<file path="src/rtl/pkt_stat_pkg.sv">
package pkt_stat_pkg;
    typedef enum logic [1:0] {
        SEQ_IDLE = 2'd0,
        SEQ_GOT0 = 2'd1,
        SEQ_GOT1 = 2'd2
    } seq_state_e;

    localparam int REGS_PER_GROUP = 3;
    localparam int NUM_GROUPS     = 2;
endpackage

</file>
<file path="src/rtl/stat_seq_tracker.sv">
module stat_seq_tracker
    import pkt_stat_pkg::*;
(
    input  logic       clk,
    input  logic       rst_n,
    input  logic       rd_hit,
    input  logic [1:0] rd_idx,
    output logic       hold,
    output logic       clr,
    output logic       frozen
);
    typedef struct packed {
        seq_state_e st;
    } trk_t;

    trk_t cur_q, nxt_d;

    always_comb begin
        nxt_d = cur_q;
        clr   = 1'b0;
        if (rd_hit) begin
            unique case (rd_idx)
                2'd0: nxt_d.st = (cur_q.st == SEQ_IDLE) ? SEQ_GOT0 : SEQ_IDLE;
                2'd1: nxt_d.st = (cur_q.st == SEQ_GOT0) ? SEQ_GOT1 : SEQ_IDLE;
                default: begin
                    clr      = (cur_q.st == SEQ_GOT1);
                    nxt_d.st = SEQ_IDLE;
                end
            endcase
        end
        hold   = (nxt_d.st != SEQ_IDLE);
        frozen = (cur_q.st != SEQ_IDLE);
    end

    always_ff @(posedge clk or negedge rst_n) begin
        if (!rst_n) cur_q <= '{st: SEQ_IDLE};
        else        cur_q <= nxt_d;
    end

    // a repeated first read while frozen ends the sequence
    p_deviation_release_r5: assert property (@(posedge clk) disable iff (!rst_n)
        (rd_hit && rd_idx == 2'd0 && cur_q.st != SEQ_IDLE) |=> (cur_q.st == SEQ_IDLE));
endmodule

</file>
<file path="src/rtl/sat_accum.sv">
module sat_accum #(
    parameter int W = 16
) (
    input  logic         clk,
    input  logic         rst_n,
    input  logic         inc,
    input  logic         hold,
    input  logic         clr,
    output logic [W-1:0] cnt
);
    localparam logic [W-1:0] MAXV     = {W{1'b1}};
    localparam logic [W+1:0] MAXV_EXT = {2'b00, MAXV};

    typedef struct packed {
        logic [W-1:0] cnt;
        logic [W-1:0] shadow;
    } acc_t;

    acc_t acc_q, acc_d;
    logic [W+1:0] sum;
    logic [W-1:0] base;

    always_comb begin
        acc_d = acc_q;
        base  = clr ? '0 : acc_q.cnt;
        if (hold) begin
            sum = {2'b00, acc_q.shadow} + (W+2)'(inc);
            acc_d.shadow = (sum > MAXV_EXT) ? MAXV : sum[W-1:0];
        end else begin
            sum = {2'b00, base} + {2'b00, acc_q.shadow} + (W+2)'(inc);
            acc_d.cnt    = (sum > MAXV_EXT) ? MAXV : sum[W-1:0];
            acc_d.shadow = '0;
        end
    end

    always_ff @(posedge clk or negedge rst_n) begin
        if (!rst_n) acc_q <= '0;
        else        acc_q <= acc_d;
    end

    assign cnt = acc_q.cnt;

    // a full counter that is not cleared stays full
    p_saturate_r7: assert property (@(posedge clk) disable iff (!rst_n)
        (acc_q.cnt == MAXV && !clr) |=> (acc_q.cnt == MAXV));
endmodule

</file>
<file path="src/rtl/stat_group.sv">
module stat_group #(
    parameter int PKT_W = 32,
    parameter int ERR_W = 16
) (
    input  logic             clk,
    input  logic             rst_n,
    input  logic             pkt_stb,
    input  logic             pkt_err,
    input  logic             rd_hit,
    input  logic [1:0]       rd_idx,
    output logic [PKT_W-1:0] good_cnt,
    output logic [ERR_W-1:0] err_cnt
);
    logic hold, clr, frozen;
    logic good_inc, err_inc;

    assign good_inc = pkt_stb && !pkt_err;
    assign err_inc  = pkt_stb && pkt_err;

    stat_seq_tracker trk_i (
        .clk(clk), .rst_n(rst_n), .rd_hit(rd_hit), .rd_idx(rd_idx),
        .hold(hold), .clr(clr), .frozen(frozen)
    );

    sat_accum #(.W(PKT_W)) good_i (
        .clk(clk), .rst_n(rst_n), .inc(good_inc), .hold(hold), .clr(clr), .cnt(good_cnt)
    );

    sat_accum #(.W(ERR_W)) err_i (
        .clk(clk), .rst_n(rst_n), .inc(err_inc), .hold(hold), .clr(clr), .cnt(err_cnt)
    );

    // visible values do not move while the tracker stays frozen
    p_freeze_hold_r4: assert property (@(posedge clk) disable iff (!rst_n)
        ($past(frozen) && frozen) |-> ($stable(good_cnt) && $stable(err_cnt)));
endmodule

</file>
<file path="src/rtl/pkt_stat_counters.sv">
module pkt_stat_counters
    import pkt_stat_pkg::*;
#(
    parameter int REG_W     = 16,
    parameter int PKT_W     = 32,
    parameter int ERR_W     = 16,
    parameter int ADDR_W    = 12,
    parameter int BASE_ADDR = 299
) (
    input  logic              clk,
    input  logic              rst_n,
    input  logic              tx_pkt_stb,
    input  logic              tx_pkt_err,
    input  logic              rx_pkt_stb,
    input  logic              rx_pkt_err,
    input  logic              rd_en,
    input  logic [ADDR_W-1:0] rd_addr,
    output logic [REG_W-1:0]  rd_data
);
    localparam int NUM_REGS = NUM_GROUPS * REGS_PER_GROUP;

    typedef struct packed {
        logic [REG_W-1:0] rdata;
    } top_t;

    logic [PKT_W-1:0] good_cnt [NUM_GROUPS];
    logic [ERR_W-1:0] err_cnt  [NUM_GROUPS];
    logic [NUM_GROUPS-1:0] stb, err, grp_hit;
    logic       hit;
    logic       sel_grp;
    logic [1:0] sel_idx;
    top_t cur_q, nxt_d;

    assign stb = {rx_pkt_stb, tx_pkt_stb};
    assign err = {rx_pkt_err, tx_pkt_err};

    always_comb begin
        hit     = 1'b0;
        sel_grp = 1'b0;
        sel_idx = 2'd0;
        for (int k = 0; k < NUM_REGS; k++) begin
            if (rd_addr == ADDR_W'(BASE_ADDR + k)) begin
                hit     = 1'b1;
                sel_grp = 1'(k / REGS_PER_GROUP);
                sel_idx = 2'(k % REGS_PER_GROUP);
            end
        end
        for (int g = 0; g < NUM_GROUPS; g++)
            grp_hit[g] = rd_en && hit && (sel_grp == 1'(g));
    end

    for (genvar g = 0; g < NUM_GROUPS; g++) begin : g_grp
        stat_group #(.PKT_W(PKT_W), .ERR_W(ERR_W)) grp_i (
            .clk(clk), .rst_n(rst_n),
            .pkt_stb(stb[g]), .pkt_err(err[g]),
            .rd_hit(grp_hit[g]), .rd_idx(sel_idx),
            .good_cnt(good_cnt[g]), .err_cnt(err_cnt[g])
        );
    end

    always_comb begin
        nxt_d = cur_q;
        if (rd_en) begin
            if (!hit)                nxt_d.rdata = '0;
            else if (sel_idx == 2'd0) nxt_d.rdata = good_cnt[sel_grp][REG_W-1:0];
            else if (sel_idx == 2'd1) nxt_d.rdata = REG_W'(good_cnt[sel_grp] >> REG_W);
            else                      nxt_d.rdata = REG_W'(err_cnt[sel_grp]);
        end
    end

    always_ff @(posedge clk or negedge rst_n) begin
        if (!rst_n) cur_q <= '0;
        else        cur_q <= nxt_d;
    end

    assign rd_data = cur_q.rdata;

    // a read outside the window returns zero
    p_outside_zero_r8: assert property (@(posedge clk) disable iff (!rst_n)
        (rd_en && !hit) |=> (rd_data == '0));

    // read data only changes on a read
    p_data_holds_r1: assert property (@(posedge clk) disable iff (!rst_n)
        !rd_en |=> $stable(rd_data));
endmodule

</file>
<file path="config.mk">
export PLATFORM = sky130hd
export DESIGN_NAME = pkt_stat_counters
export DESIGN_NICKNAME = d
export VERILOG_FILES = /design/src/rtl/pkt_stat_pkg.sv /design/src/rtl/stat_seq_tracker.sv /design/src/rtl/sat_accum.sv /design/src/rtl/stat_group.sv /design/src/rtl/pkt_stat_counters.sv
export SDC_FILE = /design/constraint.sdc
export NUM_CORES = 1
export LEC_CHECK = 0
export BUFFER_PORTS_ARGS = -buffer_cell sky130_fd_sc_hd__buf_2
export CORE_ASPECT_RATIO = 1.4
export CORE_MARGIN = 5
export CORE_UTILIZATION = 60
export DETAILED_ROUTE_END_ITERATION = 10
export GPL_TIMING_DRIVEN = 0
export PLACE_DENSITY = 0.88
export SLEW_MARGIN = 20
export SYNTH_ARGS = -nofsm -noshare
export SYNTH_HDL_FRONTEND = slang
export SYNTH_SLANG_ARGS = --single-unit
</file>
<file path="constraint.sdc">
create_clock -name clk -period 4.6 [get_ports clk]
set_clock_uncertainty 0.2 [all_clocks]
set_input_delay 0 -clock clk [delete_from_list [all_inputs] [get_ports clk]]
set_output_delay 0 -clock clk [all_outputs]
set_load 0.02 [all_outputs]
</file>
Word level (Yosys, flattened, before mapping)
Index checks and enable logic that the tools add are counted.
{"block": "classes", "n_eq_ne": 11, "n_mux": 51, "n_addsub": 12, "n_lt_le_gt_ge": 9, "n_bitwise": 2, "n_reduce_logical": 15}
{"cell": "2-to-1 mux 32 bit", "n": 11}
{"cell": "2-to-1 mux 16 bit", "n": 14}
{"cell": "equality test 12 x 9 -> 1 bit (second input constant)", "n": 6}
{"cell": "adder 33 x 1 -> 34 bit", "n": 2}
{"cell": "greater-than comparator 34 x 32 -> 1 bit (second input constant)", "n": 2}
{"cell": "adder 32 x 1 -> 33 bit", "n": 2}
{"cell": "adder 32 x 32 -> 33 bit", "n": 2}
{"cell": "greater-than comparator 33 x 32 -> 1 bit (second input constant)", "n": 2}
{"cell": "adder 17 x 1 -> 18 bit", "n": 2}
{"cell": "greater-than comparator 18 x 16 -> 1 bit (second input constant)", "n": 2}
{"cell": "adder 16 x 1 -> 17 bit", "n": 2}
{"cell": "adder 16 x 16 -> 17 bit", "n": 2}
{"cell": "greater-than comparator 17 x 16 -> 1 bit (second input constant)", "n": 2}
{"cell": "2-to-1 mux 1 bit", "n": 16}
{"cell": "2-to-1 mux 2 bit", "n": 8}
{"cell": "case mux 2 bit (2 select lines)", "n": 2}
{"cell": "logical AND 1 bit", "n": 7}
{"cell": "equality test 2 x 1 -> 1 bit (second input constant)", "n": 3}
{"cell": "zero test 2 bit", "n": 3}
{"cell": "equality test 2 bit (second input constant)", "n": 2}
{"cell": "nonzero test 2 bit", "n": 2}
{"cell": ">= comparator 2 bit (second input constant)", "n": 1}
{"cell": "zero test 1 bit", "n": 2}
{"cell": "NOT 1 -> 2 bit", "n": 1}
{"cell": "other kinds (2)", "n": 2}
{"block": "word_totals", "ff_bits": 212, "out_inout_bits": 16, "elab_cells": 111}

Longest topological paths before layout
Gate-level depths: netlist (run 1).
{"block": "logic_depth", "depth_word": 15, "ltp_mapped": 21}

By module
A second synthesis (run 1) with hierarchy kept.
{"block": "unflattened", "hier_cells": 1798, "hier_area_um2": 16633.5}
{"module": "sat_accum (g_grp[1].grp_i.good_i)", "instances": 1, "seq_area_each_um2": 1601.5, "cells_per_inst": 542, "area_each_um2": 5117.4}
{"module": "sat_accum (g_grp[0].grp_i.good_i)", "instances": 1, "seq_area_each_um2": 1601.5, "cells_per_inst": 551, "area_each_um2": 5042.3}
{"module": "sat_accum (g_grp[0].grp_i.err_i ...)", "instances": 2, "seq_area_each_um2": 800.8, "cells_per_inst": 247, "area_each_um2": 2332.2}
{"module": "pkt_stat_counters", "instances": 1, "seq_area_each_um2": 400.4, "cells_per_inst": 181, "area_each_um2": 1508.9}
{"module": "stat_seq_tracker", "instances": 2, "seq_area_each_um2": 50.0, "cells_per_inst": 13, "area_each_um2": 133.9}
{"module": "stat_group", "instances": 2, "seq_area_each_um2": 0.0, "cells_per_inst": 2, "area_each_um2": 16.3}

Worst setup path before layout (run 1)
OpenSTA, ideal clock, no wires.
{"block": "synth_path", "kind": "in2reg", "start": "in rd_addr[2]", "end": "reg g_grp[0].grp_i.good_i.acc_q, in the netlist g_grp[0].grp_i.good_i.cnt[21]", "required_ns": 4.274, "cell_stages": 20, "arrival_ns": 4.357, "setup_slack_ns": -0.083, "path_cell_list": "buf_2 nor4b_4 and2b_4 o211ai_4 or4b_1 and4bb_2 buf_2 nand2b_1 fa_1 inv_1 fa_1 a211oi_2 o211ai_1 a31oi_4 o21ai_2 a211oi_2 o21ai_0 a211o_1 buf_6 o32a_1"}
{"block": "synth_between", "elab_chain_cells": 15}
{"item": "start, declared", "line_no": "pkt_stat_counters.sv:17", "source": "input logic [ADDR_W-1:0] rd_addr,"}
{"item": "equality test 12 x 9 -> 1 bit", "line_no": "pkt_stat_counters.sv:42", "source": "if (rd_addr == ADDR_W'(BASE_ADDR + k)) begin"}
{"item": "2-to-1 mux 1 bit", "line_no": "pkt_stat_counters.sv:42"}
{"item": "2-to-1 mux 2 bit or 2-to-1 mux 1 bit (tied branches) (4 in a row)", "line_no": "pkt_stat_counters.sv:42"}
{"item": "equality test 2 x 1 -> 1 bit (tied with other cells)", "line_no": "stat_seq_tracker.sv:22", "source": "unique case (rd_idx)"}
{"item": "OR reduction 2 bit (no source line) or logical AND 1 bit (tied branches)"}
{"item": "2-to-1 mux 1 bit or logical AND 1 bit (tied branches)", "line_no": "stat_seq_tracker.sv:22, pkt_stat_counters.sv:49"}
{"item": "2-to-1 mux 1 bit", "line_no": "stat_seq_tracker.sv:21", "source": "if (rd_hit) begin"}
{"item": "2-to-1 mux 32 bit", "line_no": "sat_accum.sv:25", "source": "base = clr ? '0 : acc_q.cnt;"}
{"item": "adder 32 x 32 -> 33 bit", "line_no": "sat_accum.sv:30", "source": "sum = {2'b00, base} + {2'b00, acc_q.shadow} + (W+2)'(inc);"}
{"item": "adder 33 x 1 -> 34 bit", "line_no": "sat_accum.sv:30"}
{"item": "greater-than comparator 34 x 32 -> 1 bit", "line_no": "sat_accum.sv:31", "source": "acc_d.cnt = (sum > MAXV_EXT) ? MAXV : sum[W-1:0];"}
{"item": "2-to-1 mux 32 bit", "line_no": "sat_accum.sv:31"}
{"item": "end signal, assigned", "line_no": "sat_accum.sv:37", "source": "if (!rst_n) acc_q <= '0;"}
{"item": "end signal, assigned", "line_no": "sat_accum.sv:38", "source": "else acc_q <= acc_d;"}
{"item": "end, declared", "line_no": "sat_accum.sv:19", "source": "acc_t acc_q, acc_d;"}
Several ways; a longest one is shown, not always the timed one.
A chain may end at the register's enable or synchronous reset.

Worst setup path after layout (run 1)
{"block": "layout_path", "start": "in rd_addr[6]", "end": "reg g_grp[1].grp_i.good_i.acc_q, in the netlist g_grp[1].grp_i.good_i.cnt[22]"}
{"block": "layout_between", "elab_chain_cells": 15}
{"item": "equality test 12 x 9 -> 1 bit", "line_no": "pkt_stat_counters.sv:42"}
{"item": "2-to-1 mux 1 bit", "line_no": "pkt_stat_counters.sv:42"}
{"item": "2-to-1 mux 2 bit or 2-to-1 mux 1 bit (tied branches) (4 in a row)", "line_no": "pkt_stat_counters.sv:42"}
{"item": "equality test 2 x 1 -> 1 bit (tied with other cells)", "line_no": "stat_seq_tracker.sv:22"}
{"item": "OR reduction 2 bit (no source line) or logical AND 1 bit (tied branches)"}
{"item": "2-to-1 mux 1 bit or logical AND 1 bit (tied branches)", "line_no": "stat_seq_tracker.sv:22, pkt_stat_counters.sv:49"}
{"item": "2-to-1 mux 1 bit", "line_no": "stat_seq_tracker.sv:21"}
{"item": "2-to-1 mux 32 bit", "line_no": "sat_accum.sv:25"}
{"item": "adder 32 x 32 -> 33 bit", "line_no": "sat_accum.sv:30"}
{"item": "adder 33 x 1 -> 34 bit", "line_no": "sat_accum.sv:30"}
{"item": "greater-than comparator 34 x 32 -> 1 bit", "line_no": "sat_accum.sv:31"}
{"item": "2-to-1 mux 32 bit", "line_no": "sat_accum.sv:31"}
{"item": "end signal, assigned", "line_no": "sat_accum.sv:37"}
{"item": "end signal, assigned", "line_no": "sat_accum.sv:38"}
{"item": "end, declared", "line_no": "sat_accum.sv:19"}
Several ways; a longest one is shown, not always the timed one.

==> flow_summary.ini, run 1 <==
[final_layout]
diodes = 0
fin_util = 0.691
fillers = 1875
layout-drive-gt1-share = 0.113
mostFrequentLayoutCell = dfrtp_1
final_nets = 1873
layout_common_cells = 212 x dfrtp_1, 186 x a21oi_1, 119 x nor2_1
synthToLayoutAreaGrowth_pct = 13.3

[cts]
ctsHtreeMaxLevel = 1
cts_sinks = 212
clock_path_buffers = 3
cts_tree = built
clkTransAtPathRegs_ns = 0.06
clock_latency_ns = 0.52
cts_root_buffer = clkbuf_16
numCtsBuffers = 24

[timing]
rsz0062_at_grt = yes
setup_viol = 0
fin_crit_ns = 4.54
fin_crit_sh = 0.987
finalHoldViolCount = 0
worstMarginPinSlew_ns = 0.819
slew_headroom = 0.452
holdWs_ns = 0.0538
clock.fmax_ghz = 0.220
drv_slew = 0

[synth]
synth_compound_area_frac = 0.238
synth_area_um2 = 15100
seq_area_frac_synth = 0.352
synth_area_leader_cell = dfrtp_1
syn_inst = 1655
yosysWarningCount = 0
synthFlopType = dfrtp_1
yosysTopAreaCellShare = 0.352
synthMuxAreaShare = 0.0148
synth_top_family_by_area = compound AO/OA/AOI/OAI gates
ys_types = 90
ys_ff_latch = 212
syn_nets = 1782
synth-adder-area-share = 0.0937
ys_top_cells_by_area = dfrtp_1 35%, ha_1 8.3%, a21oi_1 6.2%
yosys.area_share.simple = 0.182
synth_edf_count = 0
async_flop_share = 1.00
synth_xor_area_frac = 0.0814
avgSynthCellArea_um2 = 9.10

[placed_design]
numPortBuffers = 32
dp_hpwl_um = 30500
gp_congestion = 0.976

[floorplan]
row_count = 68
die_h_um = 197
io_pins = 35
dieArea_um2 = 28400
die_w_um = 144
start_util = 0.610
core_area_um2 = 24700

[drt]
antenna_left = 0
drt-vias-per-instance = 6.41
drtIter0Drc = 1023
drc = 0
num_vias = 13326
first_pass_iters = 7
totalWireLength_um = 41700
routedWlPerCell_um = 20.1

[global_route]
overflow = 0
grt_usage = 0.287
grt_pass1_vias = 13157
grt_max_degree = 102
grt_pass1_wl_um = 66200
grt_antenna_before_repair = 0

[worst_setup_path]
crit_fanout = 5
worst_setup_path_start_kind = input pin
critPathCaptureType = register
critPathRequiredTime_ns = 4.80
cp.arrival_ns = 4.74
crit_type = input pin to register

[power_and_ir_drop]
peakVddDrop_mv = 0.362
power_density_nw_per_um2 = 445
power_leakage_nw = 7.88

[outcome]
status = finished clean

[job]
maxCapViolCount = 0

[worst_hold_path]
min_path_type = input pin to register
report_power, final:
part / internal, mW / switching, mW / total (mW)
logic: 1.24 / 1.45 / 2.69
clock network: 1.42 / 0.817 / 2.24
registers: 2.25 / 0.410 / 2.66
total: 4.92 / 2.67 / 7.59
worst paths after layout:
kind,slack (ns),from,depth (start not counted),endpoint
worst min register to register,0.29,rd_data[7]$_DFFE_PN0P_,1,rd_data[7]$_DFFE_PN0P_
min in group asynchronous,0.44,rst_n,4,g_grp[0].grp_i.err_i.acc_q[4]$_DFF_PN0_
max in group asynchronous,2.62,rst_n,4,g_grp[1].grp_i.err_i.acc_q[11]$_DFF_PN0_
worst max register to register,0.31,g_grp[1].grp_i.trk_i.cur_q[0]$_DFF_PN0_,16,g_grp[1].grp_i.good_i.cnt[22]$_DFFE_PN0N_
worst min-delay path,0.05,rx_pkt_err,6,g_grp[1].grp_i.good_i.acc_q[0]$_DFF_PN0_
worst max-delay path,0.06,rd_addr[6],21,g_grp[1].grp_i.good_i.cnt[22]$_DFFE_PN0N_
synth_stat cells, types with 16 or more instances:
library cell / n
a21o_1: 26
a21oi_1: 186
a221oi_1: 17
a22oi_1: 16
a31oi_1: 16
and3_1: 35
buf_2: 17
clkbuf_1: 41
dfrtp_1: 212
ha_1: 100
inv_1: 51
mux2i_1: 20
nand2_1: 102
nand2b_1: 20
nand3_1: 53
nand4_1: 23
nor2_1: 119
nor2b_1: 101
nor3_1: 17
o21a_1: 21
o21ai_0: 66
o22a_1: 50
o2bb2ai_1: 17
xnor2_1: 71
xor2_1: 69
flip-flops by register name, summed over array words and instances, names as in the netlist:
register / cells
g_grp.grp_i.err_i.cnt: 32
g_grp.grp_i.err_i.acc_q: 32
g_grp.grp_i.good_i.acc_q: 64
g_grp.grp_i.good_i.cnt: 64
g_grp.grp_i.trk_i.cur_q: 4
rd_data: 16
repair_timing:
action                                  in CTS  in global routing
pin swaps                                    9                 37
endpoints found under the hold margin      229                  6
setup buffers                                5                 13
cloned                                       0                  2
hold buffers                                11                  1
endpoints found under the setup margin      77                 85
gates resized for setup                     10                 45
per-layer routing:
layer  part of all wire  GRT usage  routed length (um)  vias up
li1                   -          -                   -     6199
met1               0.38      0.337               15700     6493
met2               0.51      0.502               21200      482
met3              0.056     0.0417                2330      152
met4              0.060      0.151                2520        0
met5                  0          0                   0        -
cells by family (layout without fill, tap and decap cells):
family,Yosys count,in the layout
xor+xnor,140,140
simple gates,524,524
buf+inv,128,237
fa+ha+maj,108,108
mux,22,22
compound gates,521,521
flops,212,212
stage by stage:
stage                     cells  total power, mW  worst slack [ns]  cell area, um2  setup TNS [ns]
after floorplan            1655             4.52          -0.00222           15100        -0.00222
after global placement     2002             5.10             -1.06           15600         -114.83
after detailed placement   2004             5.22             -1.14           15700          -67.91
after CTS                  2064             7.50           -0.0215           16800         -0.0215
after global routing       2079             7.99            -0.208           17100           -3.82
final                      2079             7.59            0.0605           17100               0
cell type report:
type / count / area (um2) / share of cell area
Clock inverter: 15 / 268 / 0.0157
Buffer: 75 / 409 / 0.0240
Multi-Input combinational cell: 1315 / 9290 / 0.545
Sequential cell: 212 / 5310 / 0.311
Clock buffer: 29 / 661 / 0.0387
Timing Repair Buffer: 66 / 533 / 0.0312
Tap cell: 315 / 394 / 0.0231
Inverter: 52 / 195 / 0.0114
critical path: stages:
cell,delay [ns]
buf_6,0.10
nor4b_4,0.25
and3_4,0.28
o211ai_4,0.09
or4b_4,0.57
nor4b_4,0.31
buf_4,0.18
nand2b_4,0.12
fa_2,0.22
inv_2,0.05
fa_2,0.40
a211oi_4,0.29
nor4b_2,0.08
o21ai_1,0.20
a21boi_2,0.12
nor3_2,0.21
o211ai_1,0.18
o31ai_2,0.34
o211ai_2,0.22
buf_6,0.19
o32a_1,0.32
Note: power is estimated with default switching activity, not from simulation.
==> run 2: changes to the inputs <==
--- a/config.mk
+++ b/config.mk
@@ -8,10 +8,10 @@
 export BUFFER_PORTS_ARGS = -buffer_cell sky130_fd_sc_hd__buf_2
 export CORE_ASPECT_RATIO = 1.4
 export CORE_MARGIN = 5
-export CORE_UTILIZATION = 60
+export CORE_UTILIZATION = 45
 export DETAILED_ROUTE_END_ITERATION = 10
 export GPL_TIMING_DRIVEN = 0
-export PLACE_DENSITY = 0.88
+export PLACE_DENSITY = 0.72
 export SLEW_MARGIN = 20
 export SYNTH_ARGS = -nofsm -noshare
 export SYNTH_HDL_FRONTEND = slang
==> flow_summary.ini, run 2 (synthesis gave the netlist of run 1 again) <==
[outcome]
status = finished clean

[timing]
rsz0062_at_grt = yes
holdWs_ns = 0.0530
drv_slew = 0
setup_viol = 0
worstMarginPinSlew_ns = 0.743
finalHoldViolCount = 0
fin_crit_sh = 0.984
slew_headroom = 0.505
clock.fmax_ghz = 0.221
fin_crit_ns = 4.53

[placed_design]
gp_congestion = 0.946
numPortBuffers = 32
dp.cells = 2134
dp_hpwl_um = 31300

[floorplan]
core_area_um2 = 33200
row_count = 79
die_w_um = 165
die_h_um = 226
start_util = 0.454
io_pins = 35
dieArea_um2 = 37300

[global_route]
grt_use_met1 = 0.266
overflow = 0
global_route.usage.met2 = 0.403
grt_max_degree = 90
grt_antenna_before_repair = 1
grt_busiest_layer = met2
use_met3 = 0.0249
grt_pass1_wl_um = 66600
grt_usage = 0.222
grt_pass1_vias = 12854

[worst_setup_path]
critPathCaptureType = register
worst_setup_path_start_kind = input pin
path_delay_family = compound AO/OA/AOI/OAI gates
crit_fanout = 10
path_buf_inv = 5
critPathSlowestCell = or4b_4
startpoint = rd_addr[0]
reg2reg_from = g_grp[1].grp_i.trk_i.cur_q[0]$_DFF_PN0_
crit_chain = buf_4, nor4b_4, and2b_4, o211ai_4, or4b_4, buf_4, and4bb_2, buf_6, nand2b_1, fa_1, inv_1, fa_2, a211oi_2, o211ai_1, a31oi_4, o21ai_2, a211oi_2, o21ai_1, a211o_1, buf_6, o32ai_1, a31oi_1
crit_type = input pin to register
cp.arrival_ns = 4.73
critPathRequiredTime_ns = 4.80
critPathMaxStageDelay_ns = 0.55

[cts]
cts_sinks = 212
ctsHtreeMaxLevel = 1
clkTransAtPathRegs_ns = 0.06
numCtsBuffers = 24
cts_root_buffer = clkbuf_16
clock_path_buffers = 3
cts_tree = built
clock_latency_ns = 0.53

[drt]
first_pass_iters = 6
routedWlPerCell_um = 18.9
num_vias = 12961
drt-vias-per-instance = 5.88
drtIter0Drc = 812
antenna_left = 0
totalWireLength_um = 41700
drc = 0

[final_layout]
fillers = 3113
final_cells = 2206
layout_common_cells = 212 x dfrtp_1, 183 x a21oi_1, 119 x nor2_1
diodes = 0
final_nets = 1874
fin_util = 0.515
layout-drive-gt1-share = 0.113
synthToLayoutAreaGrowth_pct = 13.5
mostFrequentLayoutCell = dfrtp_1

[worst_hold_path]
min-delay-start = rd_addr[3]
min_path_type = input pin to register

[job]
maxCapViolCount = 0

[power_and_ir_drop]
power_leakage_nw = 7.82
power_density_nw_per_um2 = 428
peakVddDrop_mv = 0.289
[run 2: changes by cell type in the layout (fill, tap and decap cells not counted), sizes merged]
cell,change
dlygate4sd3,+1
dlymetal6s4s,-1
clkinvlp,-3
bufinv,-5
clkinv,+2
buf,+1
clkbuf,+2
[run 2: final cells by class]
| class | instances | area, um2 | share of cell area |
|---|---|---|---|
| Multi-Input combinational cell | 1315 | 9330 | 0.546 |
| Sequential cell | 212 | 5310 | 0.310 |
| Clock buffer | 31 | 668 | 0.0391 |
| Tap cell | 445 | 557 | 0.0326 |
| Timing Repair Buffer | 67 | 534 | 0.0313 |
| Buffer | 75 | 405 | 0.0237 |
| Inverter | 52 | 195 | 0.0114 |
| Clock inverter | 9 | 97.6 | 0.00571 |
[run 2: path summary, 6_finish.rpt]
kind	endpoint	slack (ns)	cells after the start
hold / removal	g_grp[0].grp_i.trk_i.cur_q[1]$_DFF_PN0_	0.05	4
max in group asynchronous	g_grp[1].grp_i.good_i.acc_q[2]$_DFF_PN0_	3.02	5
setup reg to reg	g_grp[1].grp_i.good_i.cnt[22]$_DFFE_PN0N_	0.42	16
hold reg to reg	rd_data[6]$_DFFE_PN0P_	0.29	1
setup / recovery	g_grp[0].grp_i.good_i.cnt[26]$_DFFE_PN0N_	0.07	22
min in group asynchronous	g_grp[0].grp_i.err_i.acc_q[1]$_DFF_PN0_	0.38	4
[run 2: report_power, final]
group	internal, mW	total [mW]	switching, mW
sequential	2.25	2.70	0.449
combinational	1.25	2.68	1.43
clock	1.13	1.93	0.798
[run 2: what timing repair did]
item                                    4_1_cts  5_1_grt
setup buffers                                 6       14
hold buffers                                 13        0
pin swaps                                     8       26
hold endpoints to repair                    139        0
cloned                                        0        0
resized for setup                            11       39
endpoints found under the setup margin       74       84
[run 2: per-stage QoR]
step | worst slack, ns | instance area [um2] | power (mW) | setup TNS [ns]
2_1_floorplan | -0.00222 | 15100 | 4.52 | -0.00222
3_3_place_gp | -0.890 | 15800 | 5.19 | -130.22
3_5_place_dp | -0.924 | 15800 | 5.28 | -64.21
4_1_cts | 0.0682 | 16800 | 7.26 | 0
5_1_grt | -0.0906 | 17100 | 7.73 | -0.191
6_report | 0.0737 | 17100 | 7.31 | 0
[run 2: layer usage]
layer  part of all wire  wire, um  vias up
met1               0.41     17100     6320
met2               0.51     21300      340
met4              0.040      1670        2
met5            0.00031        13        -
met3              0.040      1650       96
li1                   -         -     6203
[run 2: worst reg2reg max path: stages (launching register included)]
cell and delay (ns):
dfrtp_1 0.48, nor4b_4 0.35, buf_4 0.18, nand2b_4 0.12
fa_2 0.22, inv_2 0.05, fa_2 0.43, a211oi_4 0.27
nor4b_2 0.08, o21ai_1 0.19, a21boi_2 0.11, nor3_2 0.20
o211ai_1 0.18, o31ai_2 0.33, o211ai_2 0.17, buf_6 0.19
o32a_1 0.33
